**config.mk**
```make
export PLATFORM = sky130hd
export DESIGN_NAME = lin_xcvr
export DESIGN_NICKNAME = d
export VERILOG_FILES = /design/src/rtl/lin_xcvr_pkg.sv /design/src/rtl/lin_baud_gen.sv /design/src/rtl/lin_tx.sv /design/src/rtl/lin_rx.sv /design/src/rtl/lin_xcvr.sv
export SDC_FILE = /design/constraint.sdc
export NUM_CORES = 1
export LEC_CHECK = 0
export BUFFER_PORTS_ARGS = -buffer_cell sky130_fd_sc_hd__buf_4
export CELL_PAD_IN_SITES_DETAIL_PLACEMENT = 2
export CELL_PAD_IN_SITES_GLOBAL_PLACEMENT = 2
export CORE_MARGIN = 8
export CORE_UTILIZATION = 30
export CTS_CLUSTER_SIZE = 24
export DETAILED_ROUTE_END_ITERATION = 12
export GPL_ROUTABILITY_DRIVEN = 0
export HOLD_SLACK_MARGIN = 0.03
export MAX_ROUTING_LAYER = met4
export PLACE_DENSITY = 0.69
export RECOVER_POWER = 50
export SETUP_SLACK_MARGIN = 0.4
export SYNTH_ARGS = -nofsm -noshare
export SYNTH_HDL_FRONTEND = slang
export SYNTH_HIERARCHICAL = 1
export SYNTH_SLANG_ARGS = --single-unit
```
**constraint.sdc**
```tcl
create_clock -name clk_i -period 7.8 [get_ports clk_i]
set_input_delay 0.39 -clock clk_i [delete_from_list [all_inputs] [get_ports clk_i]]
set_output_delay 0.39 -clock clk_i [all_outputs]
set_load 0.1 [all_outputs]
```
**src/rtl/lin_xcvr_pkg.sv**
```systemverilog
package lin_xcvr_pkg;
  typedef enum logic [2:0] {
    TX_IDLE, TX_BRK, TX_DLM, TX_START, TX_DATA, TX_PAR, TX_STOP
  } tx_state_e;

  typedef enum logic [2:0] {
    RX_IDLE, RX_START, RX_DATA, RX_PAR, RX_STOP
  } rx_state_e;

  localparam int unsigned BRK_BASE  = 13;
  localparam int unsigned DLM_BASE  = 1;
  localparam int unsigned DATA_BITS = 8;

  localparam logic [1:0] A_DATA = 2'd0;
  localparam logic [1:0] A_CTRL = 2'd1;
  localparam logic [1:0] A_DIV  = 2'd2;
  localparam logic [1:0] A_STAT = 2'd3;
endpackage

```
**src/rtl/lin_baud_gen.sv**
```systemverilog
module lin_baud_gen #(
  parameter int unsigned DIV_W = 8
) (
  input  logic             clk_i,
  input  logic             rst_ni,
  input  logic [DIV_W-1:0] div_i,
  output logic             tick_o
);
  logic [DIV_W-1:0] cnt_q;

  // >= keeps the period sane if the divider is lowered mid-count
  assign tick_o = (cnt_q >= div_i);

  always_ff @(posedge clk_i or negedge rst_ni) begin
    if (!rst_ni)     cnt_q <= '0;
    else if (tick_o) cnt_q <= '0;
    else             cnt_q <= cnt_q + 1'b1;
  end
endmodule

```
**src/rtl/lin_tx.sv**
```systemverilog
module lin_tx
  import lin_xcvr_pkg::*;
#(
  parameter int unsigned OSR = 16
) (
  input  logic       clk_i,
  input  logic       rst_ni,
  input  logic       tick_i,
  input  logic       load_i,
  input  logic [7:0] load_data_i,
  input  logic       par_en_i,
  input  logic       par_odd_i,
  input  logic       brk_req_i,
  input  logic [1:0] brk_sel_i,
  input  logic [1:0] dlm_sel_i,
  output logic       tx_o,
  output logic       thr_full_o,
  output logic       idle_o,
  output logic       brk_busy_o,
  output logic       start_o
);
  localparam int unsigned OS_W  = $clog2(OSR);
  localparam int unsigned BIT_W = 5;

  tx_state_e        state_q;
  logic [OS_W-1:0]  os_q;
  logic [BIT_W-1:0] bit_q;
  logic [7:0]       shf_q, thr_q;
  logic             par_q, thr_full_q, pend_q;
  logic             bit_end;
  logic [BIT_W-1:0] brk_len, dlm_len;

  assign bit_end = tick_i && (os_q == OS_W'(OSR-1));
  assign brk_len = BIT_W'(BRK_BASE) + BIT_W'(brk_sel_i);
  assign dlm_len = BIT_W'(DLM_BASE) + BIT_W'(dlm_sel_i);

  always_ff @(posedge clk_i or negedge rst_ni) begin
    if (!rst_ni) begin
      state_q    <= TX_IDLE;
      os_q       <= '0;
      bit_q      <= '0;
      shf_q      <= '0;
      thr_q      <= '0;
      par_q      <= 1'b0;
      thr_full_q <= 1'b0;
      pend_q     <= 1'b0;
    end else begin
      if (load_i && !thr_full_q) begin
        thr_q      <= load_data_i;
        thr_full_q <= 1'b1;
      end
      if (tick_i && state_q != TX_IDLE)
        os_q <= bit_end ? '0 : os_q + 1'b1;

      unique case (state_q)
        TX_IDLE: if (tick_i) begin
          os_q <= '0;
          if (pend_q) begin
            state_q <= TX_BRK;
            bit_q   <= '0;
            pend_q  <= 1'b0;
          end else if (thr_full_q) begin
            state_q    <= TX_START;
            shf_q      <= thr_q;
            par_q      <= (^thr_q) ^ par_odd_i;
            thr_full_q <= 1'b0;
          end
        end
        TX_BRK: if (bit_end) begin
          if (bit_q == brk_len - 1'b1) begin
            state_q <= TX_DLM;
            bit_q   <= '0;
          end else bit_q <= bit_q + 1'b1;
        end
        TX_DLM: if (bit_end) begin
          if (bit_q == dlm_len - 1'b1) begin
            // queued data follows the delimiter with no gap
            if (thr_full_q) begin
              state_q    <= TX_START;
              shf_q      <= thr_q;
              par_q      <= (^thr_q) ^ par_odd_i;
              thr_full_q <= 1'b0;
            end else state_q <= TX_IDLE;
          end else bit_q <= bit_q + 1'b1;
        end
        TX_START: if (bit_end) begin
          state_q <= TX_DATA;
          bit_q   <= '0;
        end
        TX_DATA: if (bit_end) begin
          shf_q <= shf_q >> 1;
          if (bit_q == BIT_W'(DATA_BITS-1)) state_q <= par_en_i ? TX_PAR : TX_STOP;
          else bit_q <= bit_q + 1'b1;
        end
        TX_PAR: if (bit_end) state_q <= TX_STOP;
        TX_STOP: if (bit_end) begin
          if (pend_q) begin
            state_q <= TX_BRK;
            bit_q   <= '0;
            pend_q  <= 1'b0;
          end else if (thr_full_q) begin
            state_q    <= TX_START;
            shf_q      <= thr_q;
            par_q      <= (^thr_q) ^ par_odd_i;
            thr_full_q <= 1'b0;
          end else state_q <= TX_IDLE;
        end
        default: state_q <= TX_IDLE;
      endcase

      if (brk_req_i) pend_q <= 1'b1;
    end
  end

  always_comb begin
    unique case (state_q)
      TX_BRK, TX_START: tx_o = 1'b0;
      TX_DATA:          tx_o = shf_q[0];
      TX_PAR:           tx_o = par_q;
      default:          tx_o = 1'b1;
    endcase
  end

  assign thr_full_o = thr_full_q;
  assign idle_o     = (state_q == TX_IDLE) && !thr_full_q && !pend_q;
  assign brk_busy_o = pend_q || state_q == TX_BRK || state_q == TX_DLM;
  assign start_o    = (state_q == TX_START);
endmodule

```
**src/rtl/lin_rx.sv**
```systemverilog
module lin_rx
  import lin_xcvr_pkg::*;
#(
  parameter int unsigned OSR          = 16,
  parameter int unsigned BRK_DET_BITS = 11
) (
  input  logic       clk_i,
  input  logic       rst_ni,
  input  logic       tick_i,
  input  logic       rx_i,
  input  logic       par_en_i,
  input  logic       par_odd_i,
  input  logic       master_i,
  input  logic       rd_i,
  input  logic [3:0] clr_i,
  output logic [7:0] data_o,
  output logic       full_o,
  output logic       par_err_o,
  output logic       frm_err_o,
  output logic       ovr_err_o,
  output logic       brk_det_o
);
  localparam int unsigned OS_W   = $clog2(OSR);
  localparam int unsigned MID    = OSR/2 - 1;
  localparam int unsigned DET_TH = BRK_DET_BITS * OSR;
  localparam int unsigned DET_W  = $clog2(DET_TH + 1);

  rx_state_e       state_q;
  logic [OS_W-1:0] os_q;
  logic [2:0]      bit_q;
  logic [7:0]      shf_q, hold_q;
  logic            s1_q, s2_q, par_bit_q;
  logic            full_q, perr_q, ferr_q, oerr_q, bdet_q;
  logic [DET_W-1:0] low_q;
  logic            mid, bit_end;

  assign mid     = tick_i && (os_q == OS_W'(MID));
  assign bit_end = tick_i && (os_q == OS_W'(OSR-1));

  always_ff @(posedge clk_i or negedge rst_ni) begin
    if (!rst_ni) begin
      s1_q <= 1'b1; s2_q <= 1'b1;
      state_q <= RX_IDLE; os_q <= '0; bit_q <= '0;
      shf_q <= '0; hold_q <= '0; par_bit_q <= 1'b0;
      full_q <= 1'b0; perr_q <= 1'b0; ferr_q <= 1'b0;
      oerr_q <= 1'b0; bdet_q <= 1'b0; low_q <= '0;
    end else begin
      s1_q <= rx_i;
      s2_q <= s1_q;
      if (rd_i)     full_q <= 1'b0;
      if (clr_i[0]) perr_q <= 1'b0;
      if (clr_i[1]) ferr_q <= 1'b0;
      if (clr_i[2]) oerr_q <= 1'b0;
      if (clr_i[3]) bdet_q <= 1'b0;

      // break detector counts ticks of continuous low
      if (s2_q) low_q <= '0;
      else if (tick_i && low_q < DET_W'(DET_TH)) begin
        low_q <= low_q + 1'b1;
        if (low_q == DET_W'(DET_TH-1) && !master_i) bdet_q <= 1'b1;
      end

      if (tick_i && state_q != RX_IDLE) os_q <= bit_end ? '0 : os_q + 1'b1;

      unique case (state_q)
        RX_IDLE: if (tick_i && !s2_q) begin
          state_q <= RX_START;
          os_q    <= '0;
        end
        RX_START: begin
          if (mid && s2_q) begin
            state_q <= RX_IDLE;
            os_q    <= '0;
          end else if (bit_end) begin
            state_q <= RX_DATA;
            bit_q   <= '0;
          end
        end
        RX_DATA: begin
          if (mid) shf_q <= {s2_q, shf_q[7:1]};
          if (bit_end) begin
            if (bit_q == 3'(DATA_BITS-1)) state_q <= par_en_i ? RX_PAR : RX_STOP;
            else bit_q <= bit_q + 1'b1;
          end
        end
        RX_PAR: begin
          if (mid) par_bit_q <= s2_q;
          if (bit_end) state_q <= RX_STOP;
        end
        RX_STOP: if (mid) begin
          state_q <= RX_IDLE;
          os_q    <= '0;
          if (!s2_q) ferr_q <= 1'b1;
          if (par_en_i && (par_bit_q != ((^shf_q) ^ par_odd_i))) perr_q <= 1'b1;
          if (full_q && !rd_i) oerr_q <= 1'b1;
          else begin
            hold_q <= shf_q;
            full_q <= 1'b1;
          end
        end
        default: state_q <= RX_IDLE;
      endcase
    end
  end

  assign data_o    = hold_q;
  assign full_o    = full_q;
  assign par_err_o = perr_q;
  assign frm_err_o = ferr_q;
  assign ovr_err_o = oerr_q;
  assign brk_det_o = bdet_q;
endmodule

```
**src/rtl/lin_xcvr.sv**
```systemverilog
module lin_xcvr
  import lin_xcvr_pkg::*;
#(
  parameter int unsigned DIV_W        = 8,
  parameter int unsigned OSR          = 16,
  parameter int unsigned BRK_DET_BITS = 11
) (
  input  logic       clk_i,
  input  logic       rst_ni,
  input  logic       wr_en_i,
  input  logic [1:0] wr_addr_i,
  input  logic [7:0] wr_data_i,
  input  logic       rd_en_i,
  input  logic [1:0] rd_addr_i,
  output logic [7:0] rd_data_o,
  input  logic       rx_i,
  output logic       tx_o
);
  // ctrl: [0] parity en, [1] odd, [2] master, [4:3] break sel, [6:5] delimiter sel
  logic [6:0]       ctrl_q;
  logic [DIV_W-1:0] div_q;
  logic             tick, brk_req, load, pop;
  logic [3:0]       clr;
  logic             thr_full, tx_idle, brk_busy, tx_start;
  logic [7:0]       rx_data;
  logic             rx_full, par_err, frm_err, ovr_err, brk_det;

  assign brk_req = wr_en_i && wr_addr_i == A_CTRL && wr_data_i[7] && wr_data_i[2];
  assign load    = wr_en_i && wr_addr_i == A_DATA;
  assign pop     = rd_en_i && rd_addr_i == A_DATA;
  assign clr     = (wr_en_i && wr_addr_i == A_STAT) ? wr_data_i[6:3] : 4'b0;

  always_ff @(posedge clk_i or negedge rst_ni) begin
    if (!rst_ni) begin
      ctrl_q <= '0;
      div_q  <= '0;
    end else if (wr_en_i) begin
      if (wr_addr_i == A_CTRL) ctrl_q <= wr_data_i[6:0];
      if (wr_addr_i == A_DIV)  div_q  <= wr_data_i[DIV_W-1:0];
    end
  end

  lin_baud_gen #(.DIV_W(DIV_W)) i_baud (
    .clk_i, .rst_ni, .div_i(div_q), .tick_o(tick)
  );

  lin_tx #(.OSR(OSR)) i_tx (
    .clk_i, .rst_ni, .tick_i(tick), .load_i(load), .load_data_i(wr_data_i),
    .par_en_i(ctrl_q[0]), .par_odd_i(ctrl_q[1]), .brk_req_i(brk_req),
    .brk_sel_i(ctrl_q[4:3]), .dlm_sel_i(ctrl_q[6:5]), .tx_o,
    .thr_full_o(thr_full), .idle_o(tx_idle), .brk_busy_o(brk_busy), .start_o(tx_start)
  );

  lin_rx #(.OSR(OSR), .BRK_DET_BITS(BRK_DET_BITS)) i_rx (
    .clk_i, .rst_ni, .tick_i(tick), .rx_i, .par_en_i(ctrl_q[0]), .par_odd_i(ctrl_q[1]),
    .master_i(ctrl_q[2]), .rd_i(pop), .clr_i(clr), .data_o(rx_data), .full_o(rx_full),
    .par_err_o(par_err), .frm_err_o(frm_err), .ovr_err_o(ovr_err), .brk_det_o(brk_det)
  );

  always_comb begin
    unique case (rd_addr_i)
      A_DATA:  rd_data_o = rx_data;
      A_CTRL:  rd_data_o = {1'b0, ctrl_q};
      A_DIV:   rd_data_o = 8'(div_q);
      default: rd_data_o = {brk_busy, brk_det, ovr_err, frm_err, par_err,
                            tx_idle, !thr_full, rx_full};
    endcase
  end
endmodule

```
==> Word-level counts from Yosys, hierarchy flattened <==
Cells that the tools add are included.
{ "word_totals": {"elab_cells": 246, "in_bits": 17, "register_bits": 96} }
{ "classes": {"n_reduce_logical": 54, "n_mux": 104, "n_eq_ne": 48, "add_sub_neg": 10, "magnitude_cmp": 2, "bitwise_logic": 3} }
{ "ops": {"columns": ["cell", "count"], "rows": [
  ["2-to-1 mux 8 bit", 10],
  ["2-to-1 mux 3 bit", 24],
  ["2-to-1 mux 5 bit", 10],
  ["2-to-1 mux 4 bit", 10],
  ["2-to-1 mux 1 bit", 36],
  ["case mux 8 bit (4 select lines)", 1],
  ["!= test 2 x 1 -> 1 bit, second input constant", 15],
  ["case mux 5 bit (6 select lines)", 1],
  ["case mux 8 bit (3 select lines)", 1],
  ["case mux 3 bit (7 select lines)", 1],
  ["logical AND 1 bit", 20],
  ["adder 8 x 1 -> 8 bit, second input constant", 2],
  ["XOR reduction 8 bit", 2],
  ["equality test 3 bit, second input constant", 5],
  ["case mux 3 bit (5 select lines)", 1],
  ["equality test 3 x 2 -> 1 bit, second input constant", 4],
  ["case mux 4 bit (3 select lines)", 1],
  ["AND reduction 6 bit", 2],
  ["nonzero test 3 bit", 4],
  ["AND reduction 11 bit", 1],
  ["equality test 5 bit", 2],
  ["!= test 2 bit, second input constant", 5],
  ["AND reduction 5 bit", 2],
  ["subtractor 5 x 1 -> 5 bit, second input constant", 2],
  ["other kinds (34)", 59]
]} }

==> Longest topological paths before layout <==
{ "depth": {"ltp_word": 8, "ltp_mapped": 11, "mapped_depth_nobuf": 10} }

==> Hierarchy <==
The synthesis kept the hierarchy.
{ "by_module_without_submodules": {"columns": ["module", "cells_per_inst", "instances", "area_each_um2"], "rows": [
  ["lin_rx", 173, 1, 2045.7],
  ["lin_tx", 191, 1, 1935.6],
  ["lin_xcvr", 54, 1, 843.3],
  ["lin_baud_gen", 54, 1, 555.5]
]} }

==> Worst setup path after synthesis <==
No wires, ideal clock.
{ "synth_timing": {"kind": "reg2out", "start": "register i_tx.state_q[0]", "end": "output tx_o", "stages_incl_launch_ff": 7, "slack_ns": 5.001, "t_arrival_ns": 2.409, "t_required_ns": 7.410, "cell_sequence": "dfrtp_1 clkbuf_1 nor2_1 nand2_1 buf_2 nor2_1 a21oi_1"} }
{ "synth_via": {"elab_chain_cells": 3} }
{ "synth_rtl": {"columns": ["item", "line", "rtl"], "rows": [
  ["start: declaration", "lin_tx.sv:25", "tx_state_e state_q;"],
  ["start signal: assignment", "lin_tx.sv:92", "if (bit_q == BIT_W'(DATA_BITS-1)) state_q <= par_en_i ? TX_PAR : TX_STOP;"],
  ["equality test 3 x 1 -> 1 bit / equality test 3 x 2 -> 1 bit (equally long branches)", null, null],
  ["OR reduction 2 bit", "lin_tx.sv:116", "unique case (state_q)"],
  ["case mux 1 bit (3 select lines) (*)", "lin_tx.sv:116", null],
  ["end: declaration", "lin_xcvr.sv:17", "output logic tx_o"]
]} }
Mark *: on every way between the ends. The rest lies on a longest branch, timed or not.

==> Final worst setup path <==
{ "layout_timing": {"start": "register div_q[6]", "end": "register i_tx.shf_q[4]"} }
{ "layout_via": {"elab_chain_cells": 4} }
{ "layout_rtl": {"columns": ["item", "line", "rtl"], "rows": [
  ["start: declaration", "lin_xcvr.sv:21", "logic [DIV_W-1:0] div_q;"],
  ["start signal: assignment", "lin_xcvr.sv:39", "if (wr_addr_i == A_DIV) div_q <= wr_data_i[DIV_W-1:0];"],
  [">= comparator 8 bit (*)", "lin_baud_gen.sv:12", "assign tick_o = (cnt_q >= div_i);"],
  ["net tick", "lin_xcvr.sv:22", "logic tick, brk_req, load, pop;"],
  ["logical AND 1 bit", "lin_tx.sv:33", "assign bit_end = tick_i && (os_q == OS_W'(OSR-1));"],
  ["!= test 2 x 1 -> 1 bit (no line)", null, null],
  ["AND reduction 6 bit (no line) (*)", null, null],
  ["end signal: assignment", "lin_tx.sv:64", "shf_q <= thr_q;"],
  ["end signal: assignment", "lin_tx.sv:80", "shf_q <= thr_q;"],
  ["end signal: assignment", "lin_tx.sv:91", "shf_q <= shf_q >> 1;"],
  ["end: declaration", "lin_tx.sv:28", "logic [7:0] shf_q, thr_q;"]
]} }
Mark *: on every way through the listed nets, which the timed path passes. The rest lies on a longest branch.
A chain may end at the register's enable or synchronous reset.

==> results.sh <==
export IMPL_p_per_area_nw_per_um2=318.0
export IMPL_cp_top_family="simple AND/OR/NAND/NOR gates"
export IMPL_status="complete, no violations"
export IMPL_vias=3771
export IMPL_drt_initial_drc_count=87
export IMPL_final_core_util=0.3371
export IMPL_grt_max_degree=80
export IMPL_ctsHoldBuffers=1
export IMPL_leakage_nw=2.647
export IMPL_portBuffers=25
export IMPL_core_um2=17780
export IMPL_cts_tree="done"
export IMPL_fillers=1941
export IMPL_total_power_mw=1.906
export IMPL_dp_hpwl_mm=10.78
export IMPL_routed_wirelength_mm=14.42
export IMPL_fmax_mhz=255.4
export IMPL_period_needed_ns=3.916
export IMPL_syn_inst=472
export IMPL_seq_area_um2=2405
export IMPL_rows=49
export IMPL_nets=522
export IMPL_setup_ws_ns=3.884
export IMPL_syn_area_um2=5380
export IMPL_slowest_stage="clkbuf_1"
export IMPL_syn2layout_area_growth_pct=11.40
export IMPL_first_pass_iters=4
export IMPL_place_inst=707
export IMPL_crit_cells=10
export IMPL_stdcell_area_um2=5993
export IMPL_design_portCount=26
export IMPL_path_buf_inv=2
export IMPL_crit_chain="inv_1 > ha_1 > and3_1 > o211ai_1 > o21ai_2 > clkbuf_1 > and4_1 > a221oi_2 > nor3_4 > mux2_2"
export IMPL_cap_violations=0
export IMPL_rr_startpoint="div_q[6]"
export IMPL_hold_viol_final=0
export IMPL_ctsResizeCount=0
export IMPL_ff2ff_path_depth=10
export IMPL_ys_flop_type="dfrtp_1"
export IMPL_synth_largest_area_cell="dfrtp_1"
export IMPL_multi_input_area_um2=2759
export IMPL_die_area_um2=22470
export IMPL_initial_core_util=0.3026
export IMPL_synth_distinct_cells=72
export IMPL_worstMarginPinSlew_ns=1.446
export IMPL_ctsRootBufferMaster="clkbuf_16"
export IMPL_setup_violations=0
export IMPL_syn_avg_cell_area_um2=11.40
export IMPL_drtAntennaViolNets=0
export IMPL_synthArstFlopShare=1.000
export IMPL_critPathArrivalTime_ns=4.14
export IMPL_synth_area_leaders="dfrtp_1 44%, mux2_2 12%, ha_1 3.5%"
export IMPL_htreeDepth=3
export IMPL_first_global_vias=4297
export IMPL_vdd_ir_drop_max_v=0.0001581
export IMPL_clk_pin_slew_ns=0.07
export IMPL_min_delay_path_depth=1
export IMPL_cp_end_kind="register"
export IMPL_critical_path_max_stage_delay_ns=1.06
export IMPL_fin_skew_ns=0.009607
export IMPL_rsz0062_at_grt="no"
export IMPL_instances_no_fill=725
export IMPL_holdWs_ns=0.1490
export IMPL_synth_edf_count=0
export IMPL_drc=0
export IMPL_period_share=0.5020
export IMPL_drv_slew=0
export IMPL_finalSetupTns_ns=0
export IMPL_cts_setup_buffers=0
export IMPL_ys_seq_area_frac=0.4470
export IMPL_grt_usage=0.1397
export IMPL_yosysMostFrequentCell="dfrtp_1"
export IMPL_synthTopCellsByCount="94 x dfrtp_1, 57 x mux2_2, 25 x nor2_1, 22 x inv_1, 19 x nand2_1"
export IMPL_cts_buffers=9
export IMPL_path_max_fanout=33
export IMPL_ys_seq_elements=96
export IMPL_post_dp_cell_area_um2=5761
export IMPL_drive_gt1_frac=0.2283
export IMPL_synth_nets=504
export IMPL_min_path_type="primary input to register"
export IMPL_grt_first_pass_wirelength_mm=23.66
export IMPL_overflow=0
export IMPL_synth_warning_count=6
export IMPL_worst_setup_path_type="register to register"
export IMPL_dp_slack_ns=4.796
export IMPL_synth_top_area_share=0.4372
export IMPL_clock_sinks=96
export IMPL_clk_latency_ns=0.35
export IMPL_r2r_slack_ns=3.88
export IMPL_vias_per_cell=5.201
export IMPL_die_y_um=149.9
export IMPL_slew_headroom=0.03586
export IMPL_clockBufferDepth=2
export IMPL_cp_required_ns=8.03
export IMPL_r2r_end="i_tx/shf_q[4]"
export IMPL_startpoint="div_q[6]"
export IMPL_endpoint="i_tx/shf_q[4]"
export IMPL_fp_dieW_um=149.9
export IMPL_cp_start_kind="register"
export IMPL_antenna_found_initial=1
export IMPL_wl_per_cell_um=19.89
[sequential cells by signal, indices dropped and copies added, names as in the netlist, 5 cells and up, named ones only]
name	flops
i_rx/shf_q	8
i_rx/low_q	8
i_baud/cnt_q	8
i_rx/data_o	8
div_q	8
ctrl_q	7
i_tx/shf_q	8
i_tx/thr_q	8
i_tx/bit_q	5
[cell type report]
class / count / area share
tap: 229 / 0.04781
sequential: 96 / 0.4013
antenna: 1 / 0.0004175
clock inverter: 2 / 0.002296
clock buffer: 14 / 0.04238
multi-input combinational: 333 / 0.4603
timing repair buffer: 28 / 0.03173
inverter: 22 / 0.01378
[cells in the final DEF, fill, tap and decap left out, types with 2 or more instances in the layout]
cell type,count
nand3_1,9
o2bb2ai_1,4
buf_4,20
nand2_1,19
dfstp_2,2
mux2i_1,5
nand4_1,4
nand3b_1,5
a221oi_2,2
mux2_2,56
or3b_1,2
and3_1,11
a21oi_1,15
inv_1,22
o21ai_0,16
dfrtp_1,94
ha_1,15
o311ai_0,2
xnor2_1,15
xor2_1,17
and2_1,8
o2111ai_1,4
nor3_1,8
nor2_1,25
o21a_1,2
and4_1,2
clkbuf_1,10
clkbuf_16,9
nor3_4,2
nor3b_1,3
a22o_1,5
o211ai_1,6
mux4_2,7
o22ai_1,7
o21bai_1,2
a2111oi_0,2
nand2b_1,11
nor2b_1,6
a21o_1,4
[logic make-up (layout without fill, tap and decap cells)]
logic type | count (synthesis) | after routing | synth area share
other cells | 0 | 1 | 0
compound gates | 89 | 89 | 0.1256
buf+inv | 43 | 66 | 0.03558
xor+xnor | 33 | 33 | 0.05628
simple gates | 126 | 126 | 0.1400
flops | 96 | 96 | 0.4470
mux | 70 | 70 | 0.1607
fa+ha+maj | 15 | 15 | 0.03488
[report_power, final]
group,total [mW],internal [mW],switching (mW)
sequential,0.771,0.606,0.166
clock,0.411,0.226,0.185
combinational,0.723,0.318,0.406
[metal layers]
| layer | track usage | part of all wire | wire [um] | vias to the layer above |
|---|---|---|---|---|
| met5 | - | 0 | 0 | - |
| met4 | 0.03298 | 0.0094 | 136 | 0 |
| met3 | 0.03357 | 0.030 | 436 | 13 |
| met2 | 0.2453 | 0.53 | 7615 | 41 |
| met1 | 0.1573 | 0.43 | 6230 | 1955 |
| li1 | - | - | - | 1762 |
[worst min path at each step]
stage	from	slack, ns	endpoint
after global placement	rst_ni	0.28	asynchronous set/reset pin
after CTS	rx_i	0.13	i_rx/s1_q
final	rx_i	0.15	i_rx/s1_q
after floorplan	rst_ni	0.09	ctrl_q[0]
after global routing	rx_i	0.13	i_rx/s1_q
after detailed placement	rst_ni	0.29	asynchronous set/reset pin
Note: power is estimated with default switching activity, not from simulation.
